### src/rtl/dsw_pkg.sv
package dsw_pkg;
  typedef enum logic [1:0] {
    MODE_CTRL  = 2'd0,
    MODE_TRUE  = 2'd1,
    MODE_FALSE = 2'd2
  } dsw_mode_e;

  localparam int unsigned NUM_OUTS = 2;
endpackage

### src/rtl/dsw_enable.sv
// Enable logic: checks the token requirements of the current mode and
// produces ready signals and firing strobes.
module dsw_enable
  import dsw_pkg::*;
#(
  parameter int unsigned CTRL_W = 2
) (
  input  dsw_mode_e          mode,
  input  logic               ctl_valid,
  input  logic [CTRL_W-1:0]  ctl_data,
  input  logic               din_valid,
  input  logic               t_ready,
  input  logic               f_ready,
  output logic               ctl_ready,
  output logic               din_ready,
  output logic               ctl_fire,
  output logic               data_fire,
  output logic               sel_true
);
  always_comb begin
    ctl_ready = 1'b0;
    din_ready = 1'b0;
    unique case (mode)
      MODE_CTRL:  ctl_ready = 1'b1;
      MODE_TRUE:  din_ready = t_ready;
      MODE_FALSE: din_ready = f_ready;
      default:    ctl_ready = 1'b0;
    endcase
  end

  assign ctl_fire  = ctl_valid & ctl_ready;
  assign data_fire = din_valid & din_ready;
  assign sel_true  = |ctl_data;
endmodule

### src/rtl/dsw_mode_fsm.sv
// Mode register: holds the decoded control token between firings.
module dsw_mode_fsm
  import dsw_pkg::*;
(
  input  logic      clk,
  input  logic      rst_n,
  input  logic      ctl_fire,
  input  logic      sel_true,
  input  logic      data_fire,
  output dsw_mode_e mode
);
  dsw_mode_e mode_q, mode_d;

  always_comb begin
    mode_d = mode_q;
    unique case (mode_q)
      MODE_CTRL:  if (ctl_fire) mode_d = sel_true ? MODE_TRUE : MODE_FALSE;
      MODE_TRUE,
      MODE_FALSE: if (data_fire) mode_d = MODE_CTRL;
      default:    mode_d = MODE_CTRL;
    endcase
  end

  always_ff @(posedge clk or negedge rst_n) begin
    if (!rst_n) mode_q <= MODE_CTRL;
    else        mode_q <= mode_d;
  end

  assign mode = mode_q;
endmodule

### src/rtl/dsw_route.sv
// Output steering: one lane per destination, each active only in its mode.
module dsw_route
  import dsw_pkg::*;
#(
  parameter int unsigned DATA_W = 8
) (
  input  dsw_mode_e                 mode,
  input  logic                      din_valid,
  input  logic [DATA_W-1:0]         din_data,
  output logic [NUM_OUTS-1:0]       out_valid,
  output logic [DATA_W-1:0]         out_data [NUM_OUTS]
);
  for (genvar g = 0; g < NUM_OUTS; g++) begin : g_lane
    localparam dsw_mode_e LANE_MODE = (g == 0) ? MODE_TRUE : MODE_FALSE;
    assign out_valid[g] = din_valid & (mode == LANE_MODE);
    assign out_data[g]  = din_data;
  end
endmodule

### src/rtl/dflow_switch.sv
module dflow_switch
  import dsw_pkg::*;
#(
  parameter int unsigned DATA_W = 8,
  parameter int unsigned CTRL_W = 2
) (
  input  logic              clk,
  input  logic              rst_n,
  input  logic              ctl_valid,
  output logic              ctl_ready,
  input  logic [CTRL_W-1:0] ctl_data,
  input  logic              din_valid,
  output logic              din_ready,
  input  logic [DATA_W-1:0] din_data,
  output logic              t_valid,
  input  logic              t_ready,
  output logic [DATA_W-1:0] t_data,
  output logic              f_valid,
  input  logic              f_ready,
  output logic [DATA_W-1:0] f_data
);
  dsw_mode_e            mode;
  logic                 ctl_fire, data_fire, sel_true;
  logic [NUM_OUTS-1:0]  lane_valid;
  logic [DATA_W-1:0]    lane_data [NUM_OUTS];

  dsw_enable #(.CTRL_W(CTRL_W)) u_enable (
    .mode      (mode),
    .ctl_valid (ctl_valid),
    .ctl_data  (ctl_data),
    .din_valid (din_valid),
    .t_ready   (t_ready),
    .f_ready   (f_ready),
    .ctl_ready (ctl_ready),
    .din_ready (din_ready),
    .ctl_fire  (ctl_fire),
    .data_fire (data_fire),
    .sel_true  (sel_true)
  );

  dsw_mode_fsm u_fsm (
    .clk       (clk),
    .rst_n     (rst_n),
    .ctl_fire  (ctl_fire),
    .sel_true  (sel_true),
    .data_fire (data_fire),
    .mode      (mode)
  );

  dsw_route #(.DATA_W(DATA_W)) u_route (
    .mode      (mode),
    .din_valid (din_valid),
    .din_data  (din_data),
    .out_valid (lane_valid),
    .out_data  (lane_data)
  );

  assign t_valid = lane_valid[0];
  assign t_data  = lane_data[0];
  assign f_valid = lane_valid[1];
  assign f_data  = lane_data[1];
endmodule

### config.mk
export PLATFORM = sky130hd
export DESIGN_NAME = dflow_switch
export DESIGN_NICKNAME = d
export VERILOG_FILES = /design/src/rtl/dsw_pkg.sv /design/src/rtl/dsw_enable.sv /design/src/rtl/dsw_mode_fsm.sv /design/src/rtl/dsw_route.sv /design/src/rtl/dflow_switch.sv
export SDC_FILE = /design/constraint.sdc
export NUM_CORES = 1
export LEC_CHECK = 0
export BUFFER_PORTS_ARGS = -buffer_cell sky130_fd_sc_hd__clkbuf_2
export CAP_MARGIN = 20
export CORE_AREA = 2 2 39 41
export DETAILED_ROUTE_END_ITERATION = 7
export DIE_AREA = 0 0 41 43
export MAX_ROUTING_LAYER = met4
export PLACE_DENSITY = 0.7
export SKIP_CTS_REPAIR_TIMING = 1
export SYNTH_ARGS = -nofsm -noshare
export SYNTH_HDL_FRONTEND = slang
export SYNTH_SLANG_ARGS = --single-unit
### constraint.sdc
create_clock -name clk -period 1.3 [get_ports clk]
set_input_delay 0.13 -clock clk [delete_from_list [all_inputs] [get_ports clk]]
set_output_delay 0.13 -clock clk [all_outputs]
set_load 0.01 [all_outputs]
# == Word level (Yosys, flattened, before mapping) ==
# Cells that the tools add are included.
# word_totals
regBits,2
out_inout_bits,20
input_bits,16
# op_classes
n_bitwise,4
reduce_logical,4
n_eq_ne,4
muxes,6
# op_table
operator,count
2-bit two-way mux,3
1-bit bitwise AND,4
"2-bit != test, second input constant",2
2-bit one-hot mux with 2 select lines,1
2-bit OR reduction,2
"2-bit by 1-bit equality test with 1-bit output, second input constant",1
"2-bit equality test, second input constant",1
2-bit logical NOT,1
1-bit one-hot mux with 2 select lines,1
2-bit AND reduction,1
1-bit two-way mux,1

# == Logic depth before layout (Yosys ltp) ==
# depth
ltp_word,5
mapped_depth,6

# == Cells and area by module ==
# A second synthesis with hierarchy kept.
# hier_totals
cells_unflattened,41
area_unflattened_um2,346.6
# modules_own_cells
module,cells_per_inst,area_each_um2,seq_area_each_um2,n_inst
dsw_route,18,137.6,0.0,1
dsw_mode_fsm,12,125.1,50.0,1
dsw_enable,11,83.8,0.0,1

# == Least setup slack after synthesis ==
# OpenSTA, ideal clock, no wires.
# synth_timing
kind,register to register
start,reg u_fsm.mode_q[0] (netlist: u_fsm.mode[0])
end,reg u_fsm.mode_q[1] (netlist: u_fsm.mode[1])
setup_ns,0.132
period_less_slack_ns,1.291
arrival_time_ns,1.159
stages_incl_launch_ff,7
setup_slack_ns,0.009
required_time_ns,1.168
cell_sequence,dfrtp_1 -> inv_1 -> ha_1 -> a22oi_1 -> o21a_1 -> o21ai_0 -> o41ai_2
# synth_via
elab_chain_cells,5
word_cells_on_any_way,12
# synth_rtl
element,line_no,source
"start, declared",dsw_mode_fsm.sv:12,"dsw_mode_e mode_q, mode_d;"
"start signal, assigned",dsw_mode_fsm.sv:26,else mode_q <= mode_d;
2-bit equality test (tied with other cells),"dsw_enable.sv:23, dsw_mode_fsm.sv:16",
1-bit one-hot mux with 2 select lines / 1-bit two-way mux (equally long branches),dsw_enable.sv:23,unique case (mode)
"1-bit bitwise AND, on equally long branches","dsw_enable.sv:32, dsw_enable.sv:31",
2-bit != test (no line),n/a,
2-bit AND reduction (no line),n/a,
# Several ways; a longest one is shown, not always the timed one.
# A chain may end at the register's enable or synchronous reset.

# == Worst setup path after layout ==
# layout_timing
start,reg u_fsm.mode_q[0] (netlist: u_fsm.mode[0])
end,out din_ready
# layout_via
elab_chain_cells,2
word_cells_on_any_way,3
# layout_rtl
element,line_no,source
2-bit equality test / 2-bit by 1-bit equality test with 1-bit output (equally long branches),dsw_enable.sv:23,
1-bit one-hot mux with 2 select lines (*),dsw_enable.sv:23,
"end, declared",dflow_switch.sv:13,"output logic din_ready,"
# Mark *: on every way between the ends. The rest lies on a longest branch, timed or not.

==> results.md <==
* Detailed Place HPWL at 435 µm
* Mapped Area at 315 µm²
* Non-Filler Instances at 54
* Critical-path maximum fanout at 3
* Total track usage at 0.0844
* Critical path arrival at 1320 ps
* Final WL at 508 µm
* Asr flop ratio synth at 1.00
* Clock power share at 0.200
* Largest family of logic cells by synthesized area: buffers and inverters
* Port Buffers at 11
* Starting Density at 0.228
* Failing checks: setup timing
* CP Capture Type: output port
* Rel. slew slack at 0.836
* WHS Path Cells at 2
* Area leader, netlist: buf_4
* Post-synthesis mux area share at 0
* Met3 Routed Length at 84 µm
* Met1 WL at 189 µm
* Synth area leaders: buf_4, dfrtp_1, ha_1, o311ai_2, o41ai_2
* CTS Buffer Depth at 2
* Met2 Wirelength at 226 µm
* Max reg flops at 2
* Type of the worst min-delay path: primary input to register
* Core area at 1380 µm²
* Die height at 43 µm
* Slowest stage cell, crit path: dfrtp_1
* Num CTS Buffers at 3
* CP required at 1170 ps
* WP depth at 4
* Reg-to-reg endpoint: u_fsm.mode[1]$_DFFE_PN0P_
* Vias after detailed routing at 219
* CTS tree: done
* Vias in the first global route at 230
* Placer Congestion at 0.723
* Root Driver: clkbuf_4
* Layout cells sized above 1 at 0.658
* Fmax at 688 MHz
* Mapped Cells at 37
* Bufs and invs on worst path at 1
* Full die area at 1760 µm²
* Compound-Gate Fraction of Synth Area at 0.167
* Top-level port count at 36
* Clk sinks at 2
* Final WS setup at -154 ps
* Number of enable flip-flop cells after synthesis at 0
* Post-synthesis adder-cell area fraction at 0.119
* FF-to-FF Start: u_fsm.mode[1]$_DFFE_PN0P_
* Nets at 59
* Xor/xnor share of the synthesized area at 0
* Highest Signal Layer: met4
* Placed insts at 50
* Filler cell count at 162
* Final hold violations at 0
* Worst Reg2Reg Path Length in Cells at 6
* Max-cap check violation count at 0
* Post-DR wirelength/cell at 9.41 µm
* Switching Fraction at 0.392
* Cell-internal power at 0.410 mW
* Final ANT Viol Nets at 0
* Synth cell count leaders: buf_4, ha_1, inv_1, nand2_1, dfrtp_1
* Leak pwr at 0.167 nW
* Sequential Power Share at 0.175
* Most used DFF post-synth: dfrtp_1
* CP startpoint kind: register
* Synth-to-layout area growth at 3.97%
* Flop-to-flop setup slack at -90 ps
* # setup viols final at 3
* Mean post-synth cell area at 8.52 µm²
* Most frequent cell after synthesis: buf_4
* Worst path max stage delay at 390 ps
* Crit path time final at 1450 ps
* Total negative slack at -253 ps
* Top Family by Delay on Critical Path: flip-flops
* Drt first pass iters at 4
* Core Rows at 14
* Unrepaired setup endpoints after global routing: true
* Status: complete, but fails checks
* Final period util at 1.12
* Net count of the mapped netlist at 56
* Worst Hold Path EP: u_fsm.mode[1]$_DFFE_PN0P_
* Hold path start: ctl_data[0]
* Simple-gate share of the synthesized area at 0.139
* Power Density at 2060 nW/µm²
* Drt drc at 0
* #FFs+latches synth at 2
* Die width at 41 µm
* Starting DRT DRC Count at 2
* Power after layout at 0.674 mW
* Multi-input logic area at 144 µm²
* Antenna diodes at 0
* First-pass GRT wire length at 855 µm
* Vias per cell at 4.06
* Gr ovfl total at 0
* Share of the synthesized area in the top cell type at 0.381
* Post-synthesis sequential area ratio at 0.159
* Sw power at 0.265 mW
* Register area at 50.0 µm²
* Cell Chain, Critical Path: ha_2 > a22oi_2 > and2b_2 > clkbuf_2
* Worst skew pair latency at 220 ps
* Layout Skew at 0.00122 ps
* Critical path class: register to output port
* Initial antenna violation count at 0
* Largest net degree at the start of global routing at 5
* Worst-Margin Slew at 244 ps
* H-tree depth at 1
* Number of warning messages in the yosys log at 0
* Max Transition Viols Final at 0
* Combinational share of power at 0.625
* Clock-pin slew on the worst setup and hold paths at 30 ps
* Fin util at 0.237
* Maximum VDD drop at 0.461 mV
* Netlist cell types at 15
[layer usage]
metal,vias to the layer above,global-route usage
li1,107,-
met1,98,0.0740
met2,12,0.0969
met3,2,0.0524
met4,0,0.120
met5,-,-
[final cells by class]
cell class,instances,area share
clock buffers,3,0.0687
inverters,3,0.0344
multi-input cells,16,0.439
flip-flops and latches,2,0.153
well taps,16,0.0611
repair buffers,14,0.244
[through the flow]
step           worst slack, ps  hold WS, ps  instance area [µm²]
2_1_floorplan             8.92         -166                  315
3_3_place_gp             -79.9        -82.2                  285
3_5_place_dp              -125        -81.7                  285
4_1_cts                   -241         -318                  308
5_1_grt                   -229          127                  328
6_report                  -154          133                  328
[power by group through the flow]
stage | clock [mW] | sequential, mW | combinational, mW
after floorplan | 0 | 0.110 | 0.312
after global placement | 0 | 0.114 | 0.394
after detailed placement | 0 | 0.114 | 0.410
after CTS | 0.141 | 0.114 | 0.413
after global routing | 0.156 | 0.121 | 0.487
final | 0.135 | 0.118 | 0.422
[cell families after synthesis]
logic type / count (synthesis)
adder cells (fa/ha/maj): 3
buffers and inverters: 19
AND/OR/NAND/NOR: 8
flip-flops: 2
AO/OA/AOI/OAI: 5
[worst register-to-register path, cell delays in order (launching register included)]
cell     delay (ps)
dfrtp_1         390
inv_2            70
ha_2            170
a22oi_2          70
o21a_1          220
o21ai_0         230
o41ai_2         110
[how the worst max path moves through the flow]
stage / start / slack, ps / endpoint
final: u_fsm.mode[0]$_DFFE_PN0P_ / -150 / din_ready
after detailed placement: u_fsm.mode[0]$_DFFE_PN0P_ / -120 / u_fsm.mode[1]$_DFFE_PN0P_
after CTS: u_fsm.mode[0]$_DFFE_PN0P_ / -240 / din_ready
after global routing: u_fsm.mode[0]$_DFFE_PN0P_ / -230 / din_ready
after global placement: u_fsm.mode[0]$_DFFE_PN0P_ / -80 / u_fsm.mode[1]$_DFFE_PN0P_
after floorplan: u_fsm.mode[0]$_DFFE_PN0P_ / 9 / u_fsm.mode[1]$_DFFE_PN0P_
[placed cells by master, fill, tap and decap left out]
| cell | synthesis | layout |
|---|---|---|
| clkbuf_2 | 0 | 10 |
| and2_2 | 1 | 1 |
| inv_2 | 0 | 2 |
| and2b_2 | 1 | 1 |
| ha_2 | 0 | 2 |
| o41ai_2 | 1 | 1 |
| buf_2 | 0 | 1 |
| a22oi_2 | 0 | 1 |
| buf_4 | 16 | 2 |
| o21ai_0 | 1 | 1 |
| nor2b_1 | 1 | 1 |
| nor2_1 | 1 | 1 |
| inv_1 | 3 | 1 |
| dlygate4sd3_1 | 0 | 1 |
| dfrtp_1 | 2 | 2 |
| and2_1 | 1 | 1 |
| ha_1 | 3 | 1 |
| clkbuf_4 | 0 | 3 |
| o311ai_2 | 1 | 1 |
| nand2_1 | 3 | 3 |
| o21a_1 | 1 | 1 |
Power figures use the tool's default switching activity.
